<file path="src/rtl/adc_ms_pkg.sv">
package adc_ms_pkg;
  localparam int unsigned WORD_W = 16;
  typedef logic [WORD_W-1:0] word_t;

  // apply output coding: two's complement inverts the sign position
  function automatic word_t code_word(input word_t raw, input logic twos);
    word_t r;
    r = raw;
    r[WORD_W-1] = raw[WORD_W-1] ^ twos;
    return r;
  endfunction
endpackage

</file>
<file path="src/rtl/ms_clkdiv.sv">
module ms_clkdiv #(
  parameter int unsigned SCLK_HALF = 2
) (
  input  logic clk,
  input  logic rst_n,
  input  logic run,
  output logic sck,
  output logic bit_end
);
  localparam int unsigned PERIOD = 2 * SCLK_HALF;
  localparam int unsigned CW     = (PERIOD > 1) ? $clog2(PERIOD) : 1;
  localparam logic [CW-1:0] LAST = CW'(PERIOD - 1);
  localparam logic [CW-1:0] HI   = CW'(SCLK_HALF);

  logic [CW-1:0] cnt_q, cnt_d;

  always_comb begin
    cnt_d = cnt_q;
    if (!run)              cnt_d = '0;
    else if (cnt_q == LAST) cnt_d = '0;
    else                   cnt_d = cnt_q + 1'b1;
  end

  always_ff @(posedge clk or negedge rst_n) begin
    if (!rst_n) cnt_q <= '0;
    else        cnt_q <= cnt_d;
  end

  assign sck     = run && (cnt_q >= HI);
  assign bit_end = run && (cnt_q == LAST);
endmodule

</file>
<file path="src/rtl/ms_shifter.sv">
module ms_shifter
  import adc_ms_pkg::*;
(
  input  logic  clk,
  input  logic  rst_n,
  input  logic  load,
  input  word_t load_word,
  input  logic  shift,
  output logic  msb,
  output logic  last_bit
);
  localparam int unsigned BW = $clog2(WORD_W);
  localparam logic [BW-1:0] LASTIDX = BW'(WORD_W - 1);

  word_t         sh_q, sh_d;
  logic [BW-1:0] idx_q, idx_d;

  always_comb begin
    sh_d  = sh_q;
    idx_d = idx_q;
    if (load) begin
      sh_d  = load_word;
      idx_d = '0;
    end else if (shift) begin
      sh_d  = {sh_q[WORD_W-2:0], 1'b0};
      idx_d = idx_q + 1'b1;
    end
  end

  always_ff @(posedge clk or negedge rst_n) begin
    if (!rst_n) begin
      sh_q  <= '0;
      idx_q <= '0;
    end else begin
      sh_q  <= sh_d;
      idx_q <= idx_d;
    end
  end

  assign msb      = sh_q[WORD_W-1];
  assign last_bit = (idx_q == LASTIDX);
endmodule

</file>
<file path="src/rtl/adc_mserial_port.sv">
module adc_mserial_port
  import adc_ms_pkg::*;
#(
  parameter int unsigned SCLK_HALF = 2
) (
  input  logic        clk,
  input  logic        rst_n,
  input  logic        cfg_read_during,
  input  logic        cfg_inv_sync,
  input  logic        cfg_inv_sclk,
  input  logic        cfg_twos_comp,
  input  logic        cs_n,
  input  logic        conv_busy,
  input  logic        conv_done,
  input  logic [15:0] conv_result,
  output logic        busy_out,
  output logic        sclk,
  output logic        sdout,
  output logic        sync,
  output logic        port_oe
);
  logic  active_q, active_d;
  logic  tail_q, tail_d;
  logic  pend_v_q, pend_v_d;
  word_t pend_w_q, pend_w_d;
  logic  cbusy_q;

  logic  sck, bit_end, msb, last_bit;
  logic  busy_rise, start_after, start_during, start;
  logic  frame_end;
  word_t load_word;

  assign busy_rise    = conv_busy && !cbusy_q;
  assign start_after  = !cfg_read_during && conv_done && !active_q;
  assign start_during = cfg_read_during && busy_rise && pend_v_q && !active_q;
  assign start        = start_after || start_during;
  assign frame_end    = active_q && bit_end && last_bit;
  assign load_word    = start_during ? code_word(pend_w_q, cfg_twos_comp)
                                     : code_word(conv_result, cfg_twos_comp);

  always_comb begin
    active_d = active_q;
    if (start)          active_d = 1'b1;
    else if (frame_end) active_d = 1'b0;
    tail_d = frame_end;
    pend_v_d = pend_v_q;
    pend_w_d = pend_w_q;
    if (start_during) pend_v_d = 1'b0;
    if (cfg_read_during && conv_done) begin
      pend_v_d = 1'b1;
      pend_w_d = conv_result;
    end
  end

  always_ff @(posedge clk or negedge rst_n) begin
    if (!rst_n) begin
      active_q <= 1'b0;
      tail_q   <= 1'b0;
      pend_v_q <= 1'b0;
      pend_w_q <= '0;
      cbusy_q  <= 1'b0;
    end else begin
      active_q <= active_d;
      tail_q   <= tail_d;
      pend_v_q <= pend_v_d;
      pend_w_q <= pend_w_d;
      cbusy_q  <= conv_busy;
    end
  end

  ms_clkdiv #(.SCLK_HALF(SCLK_HALF)) u_div (
    .clk     (clk),
    .rst_n   (rst_n),
    .run     (active_q),
    .sck     (sck),
    .bit_end (bit_end)
  );

  ms_shifter u_sh (
    .clk       (clk),
    .rst_n     (rst_n),
    .load      (start),
    .load_word (load_word),
    .shift     (bit_end && active_q),
    .msb       (msb),
    .last_bit  (last_bit)
  );

  assign sdout    = active_q && msb;
  assign sclk     = sck ^ cfg_inv_sclk;
  assign sync     = active_q ^ cfg_inv_sync;
  assign port_oe  = !cs_n;
  assign busy_out = conv_busy ||
                    (!cfg_read_during && (start_after || active_q || tail_q));
endmodule

</file>
<file path="config.mk">
export PLATFORM = sky130hd
export DESIGN_NAME = adc_mserial_port
export DESIGN_NICKNAME = d
export VERILOG_FILES = /design/src/rtl/adc_ms_pkg.sv /design/src/rtl/ms_clkdiv.sv /design/src/rtl/ms_shifter.sv /design/src/rtl/adc_mserial_port.sv
export SDC_FILE = /design/constraint.sdc
export NUM_CORES = 1
export LEC_CHECK = 0
export ABC_CLOCK_PERIOD_IN_PS = 4350
export BUFFER_PORTS_ARGS = -buffer_cell sky130_fd_sc_hd__clkbuf_2
export CORE_MARGIN = 4
export CORE_UTILIZATION = 32
export CTS_CLUSTER_SIZE = 16
export DETAILED_ROUTE_END_ITERATION = 8
export PLACE_DENSITY = 0.47
export REMOVE_ABC_BUFFERS = 1
export SYNTH_ARGS = -nofsm -noshare
export SYNTH_HDL_FRONTEND = slang
export SYNTH_SLANG_ARGS = --single-unit
</file>
<file path="constraint.sdc">
create_clock -name clk -period 4.35 [get_ports clk]
set_clock_uncertainty 0.05 [all_clocks]
set_input_delay 0.435 -clock clk [delete_from_list [all_inputs] [get_ports clk]]
set_output_delay 0.435 -clock clk [all_outputs]
set_load 0.03 [all_outputs]
</file>
Word level (Yosys, flattened, before mapping). Cells that the tools add are included.

Output and inout port bits: 5. Input bits: 25. Bits in registers: 42. Word-level logic and storage cells: 52.

Bitwise operators: 4. Reduce and logical (&&, ||, !) cells: 24. Mux-type cells: 11. Add/sub/neg operators: 2. $lt $le $gt $ge: 1. Equality and inequality tests: 2.

Operator list (number): $mux W16 (3); $logic_and A1 B1 Y1 (13); $mux W4 (2); $reduce_bool A2 Y1 (3); $add A4 B1 Y4 const B (1); $eq A4 B4 Y1 const B (1); $logic_not A1 Y1 (4); $logic_or A1 B1 Y1 (4); $mux W1 (4); $mux W2 (2); $xor A1 B1 Y1 (4); $add A2 B1 Y2 const B (1); $eq A2 B2 Y1 const B (1); $ge A2 B2 Y1 const B (1).

Longest topological paths before layout.
Word-level depth: 7. Mapped depth: 6. Depth with buffers taken out: 5.

Cells and area by module. From an unflattened synthesis, not the netlist that was laid out.

Cells, all modules: 173. Area, all modules: 2142.1 um^2.

Modules (own cells, without submodules): adc_mserial_port (cells an instance 77, times used 1, area each 1092.3 um^2, seq. area each 500.5 um^2); ms_shifter (cells an instance 87, times used 1, area each 940.9 um^2, seq. area each 500.5 um^2); ms_clkdiv (cells an instance 9, times used 1, area each 108.9 um^2, seq. area each 50.0 um^2).

Worst setup path before layout. Ideal clock, no wire load.

Path type: register to output. From: register active_q. To: output sclk. Stages on the path, launching flop included: 5. Buffers on the path: 2. Arrival: 1.300 ns. Slack: 2.565 ns. Required time: 3.865 ns. Cell sequence: dfrtp_1 > buf_2 > buf_2 > o21ai_0 > xnor2_1.

Longest elaborated chain between the ends: 2.

Ends and longest elaborated chain: from (decl) (line adc_mserial_port.sv:22) `logic active_q, active_d;`; from (signal assigned) (line adc_mserial_port.sv:63) `active_q <= active_d;`; $logic_and A1 B1 Y1 (line ms_clkdiv.sv:29) `assign sck = run && (cnt_q >= HI);`; $xor A1 B1 Y1 (line adc_mserial_port.sv:90) `assign sclk = sck ^ cfg_inv_sclk;`; to (decl) (line adc_mserial_port.sv:17) `output logic sclk,`.

No other way between the ends.

Worst setup path after layout.
From: register active_q. To: register u_sh.sh_q[13].

Longest elaborated chain between the ends: 4. Elaborated cells between the ends (all ways): 9. Those cells by class: mux: 2; reduce/logical: 7.

Ends and longest elaborated chain: $logic_not A1 Y1; $logic_and A1 B1 Y1, on equally long branches (line adc_mserial_port.sv:35, adc_mserial_port.sv:34); $mux W16 / $logic_or A1 B1 Y1 (equally long branches) (line adc_mserial_port.sv:38, adc_mserial_port.sv:36); $mux W16 / $reduce_bool A2 Y1 (equally long branches); to (signal assigned) (line ms_shifter.sv:32) `sh_q <= '0;`; to (signal assigned) (line ms_shifter.sv:35) `sh_q <= sh_d;`; to (decl) (line ms_shifter.sv:15) `word_t sh_q, sh_d;`.

Parallel ways exist; a longest one is shown, timed or not. A chain may end at the register's enable or synchronous reset.

==> flow_summary.json <==
{
  "status": "finished, final reports clean",
  "final_hold_viol_count": 0,
  "max-cap-violations": 0,
  "dr.pass1.iters": 5,
  "dp.cells": 262,
  "antenna_found_initial": 0,
  "synthToLayoutAreaGrowth_pct": 14.0,
  "drt-wirelength-per-cell_um": 14.7,
  "via_per_inst": 5.02,
  "critPathRequiredTime_ns": 4.46,
  "syn_area_um2": 1960,
  "routed-via-count": 1351,
  "leakagePower_nw": 0.992,
  "cp_max_fo": 16,
  "ys_warn_count": 0,
  "final-seq-area_um2": 1050,
  "multi_input_area_um2": 857,
  "die_h_um": 86.3,
  "grt_pass1_vias": 1473,
  "wirelength_um": 3950,
  "drt_iter0_drc": 48,
  "drc": 0,
  "core_area_um2": 5920,
  "hold_path_class": "primary input to flop",
  "finalSetupViolCount": 0,
  "finalPower_mw": 1.30,
  "endpoint_kind": "flop",
  "hpwl_um": 2690,
  "period_needed_ns": 2.06,
  "cp_data_arrival_time_ns": 2.17,
  "syn_inst": 167,
  "clk-insertion-delay-late_ns": 0.29,
  "final_common_cell": "dfrtp_1",
  "diodes": 0,
  "period_share_pct": 47.4,
  "drive_above_1_share_pct": 29.4,
  "hold_buffers": 0,
  "initial_core_util_pct": 33.1,
  "overflow": 0,
  "grt_start_max_net_pins": 43,
  "post_cts_resized": 0,
  "final_cell_mix": "42 x dfrtp_1, 29 x clkbuf_2, 20 x mux2_2",
  "port_buffers": 29,
  "rows": 28,
  "num-nets-final": 222,
  "die-area_um2": 7440,
  "synth_edf_count": 0,
  "io_pins": 30,
  "critPathKind": "flop to flop",
  "cts_setup_buffers": 0,
  "worst_pin_slew_ns": 1.07,
  "timing.rr.start": "active_q$_DFFE_PN0P_",
  "synth-seq-cells": 42,
  "syn_area_per_cell_um2": 11.7,
  "die_w_um": 86.3,
  "drtAntennaViolNets": 0,
  "numCtsBuffers": 5,
  "rrSetupSlack_ns": 2.29,
  "rr_worst_depth": 4,
  "gp_congestion": 0.727,
  "synth_top_cell_by_area": "dfrtp_1",
  "irDropWorstVdd_mv": 0.224,
  "grt_pass1_wl_um": 7030,
  "r2r-end": "u_sh.sh_q[13]$_DFFE_PN0P_",
  "startpoint_type": "flop",
  "fill_cells": 600,
  "synth_top_area_share_pct": 53.6,
  "htreeDepth": 2,
  "track_usage_pct": 12.0,
  "synth.area.top_cells": "dfrtp_1 54%, mux2_2 11%, a2bb2oi_1 4.5%, o21ai_0 4.1%, a22oi_1 3.8%",
  "cts_root_buf": "clkbuf_8",
  "synth_cell_types": 34,
  "cts_tree": "done",
  "crit_path_end": "u_sh.sh_q[13]$_DFFE_PN0P_",
  "crit_path_start": "active_q$_DFFE_PN0P_",
  "power_density_nw_per_um2": 581,
  "relSlewSlack_pct": 28.9,
  "rsz0062_at_grt": "no",
  "ys.flop_type": "dfrtp_1",
  "finalNonFillerCells": 269,
  "slew_violations": 0,
  "setup_tns_ns": 0,
  "cts_max_path_buffers": 2,
  "path_clk_slew_ns": 0.08,
  "synth-seq-area-share_pct": 53.6,
  "fmax_mhz": 485,
  "clock_sinks": 42,
  "async_reset_ff_share_pct": 100
}
-- per-layer routing --
layer	part of all wire, %	track usage, %	up-vias	wire length, um
li1	-	-	654	-
met1	43	14.1	671	1710
met2	51	21.2	21	2020
met3	4.3	3.61	5	168
met4	1.2	3.68	0	48
met5	0	0	-	0
-- registers in the layout (all words and copies together) (netlist names) --
| signal | count |
|---|---|
| pend_v_q | 1 |
| u_div.cnt_q | 2 |
| u_sh.idx_q | 4 |
| tail_q | 1 |
| pend_w_q | 16 |
| active_q | 1 |
| cbusy_q | 1 |
| u_sh.sh_q | 16 |
-- logic make-up (layout without fill, tap and decap cells) --
logic type      count (synthesis)  after routing  share of synthesized area [%]
compound gates                 45             45                           15.7
flops                          42             42                           53.6
simple gates                   36             36                           10.3
mux                            24             24                           13.5
buf+inv                        12             39                           2.68
xor+xnor                        5              5                           2.23
fa+ha+maj                       3              3                           1.91
-- worst min path at each step --
stage,start,to,slack [ns],depth (start not counted)
final,conv_busy,cbusy_q$_DFF_PN0_,0.26,1
after global routing,conv_busy,cbusy_q$_DFF_PN0_,0.25,1
after CTS,conv_busy,cbusy_q$_DFF_PN0_,0.26,1
after detailed placement,pend_w_q[15]$_DFFE_PN0P_,pend_w_q[15]$_DFFE_PN0P_,0.44,1
after global placement,u_sh.sh_q[12]$_DFFE_PN0P_,u_sh.sh_q[12]$_DFFE_PN0P_,0.43,2
after floorplan,rst_n,active_q$_DFFE_PN0P_,0.09,0
-- critical path: stages (launching register included) --
cell and delay, ns:
dfrtp_1 0.56, nor3b_4 0.68, mux2_2 0.41, mux2i_1 0.15, o21ai_0 0.09
-- cell type report --
cell class / count / area share (%)
clock buffers: 7 / 3.42
inverters: 3 / 0.504
multi-input cells: 113 / 38.4
flip-flops and latches: 42 / 47.0
well taps: 75 / 4.20
repair buffers: 29 / 6.49
-- synth_stat cells, types with 3 or more instances --
master / number
a22oi_1: 10
a2bb2oi_1: 10
buf_2: 6
clkbuf_1: 3
dfrtp_1: 42
ha_1: 3
inv_1: 3
mux2_2: 20
mux2i_1: 4
nand2_1: 12
nand3_1: 5
nor2_1: 6
o21ai_0: 16
xor2_1: 3
-- power breakdown --
group,total [mW],internal (mW),switching [mW]
Sequential,0.608,0.520,0.0874
Combinational,0.456,0.216,0.240
Clock,0.235,0.111,0.124
Total,1.30,0.847,0.451
-- metrics by stage --
| step | hold WS, ns | area (um2) | util, % | setup slack [ns] |
|---|---|---|---|---|
| final | 0.264 | 2230 | 37.7 | 2.29 |
| after global routing | 0.248 | 2230 | 37.7 | 2.12 |
| after CTS | 0.256 | 2230 | 37.7 | 2.24 |
| after detailed placement | 0.441 | 2160 | 36.5 | 2.25 |
| after global placement | 0.433 | 2160 | 36.5 | 2.31 |
| after floorplan | 0.0894 | 1920 | - | 2.56 |
No activity file was read; power rests on OpenSTA's default activity.
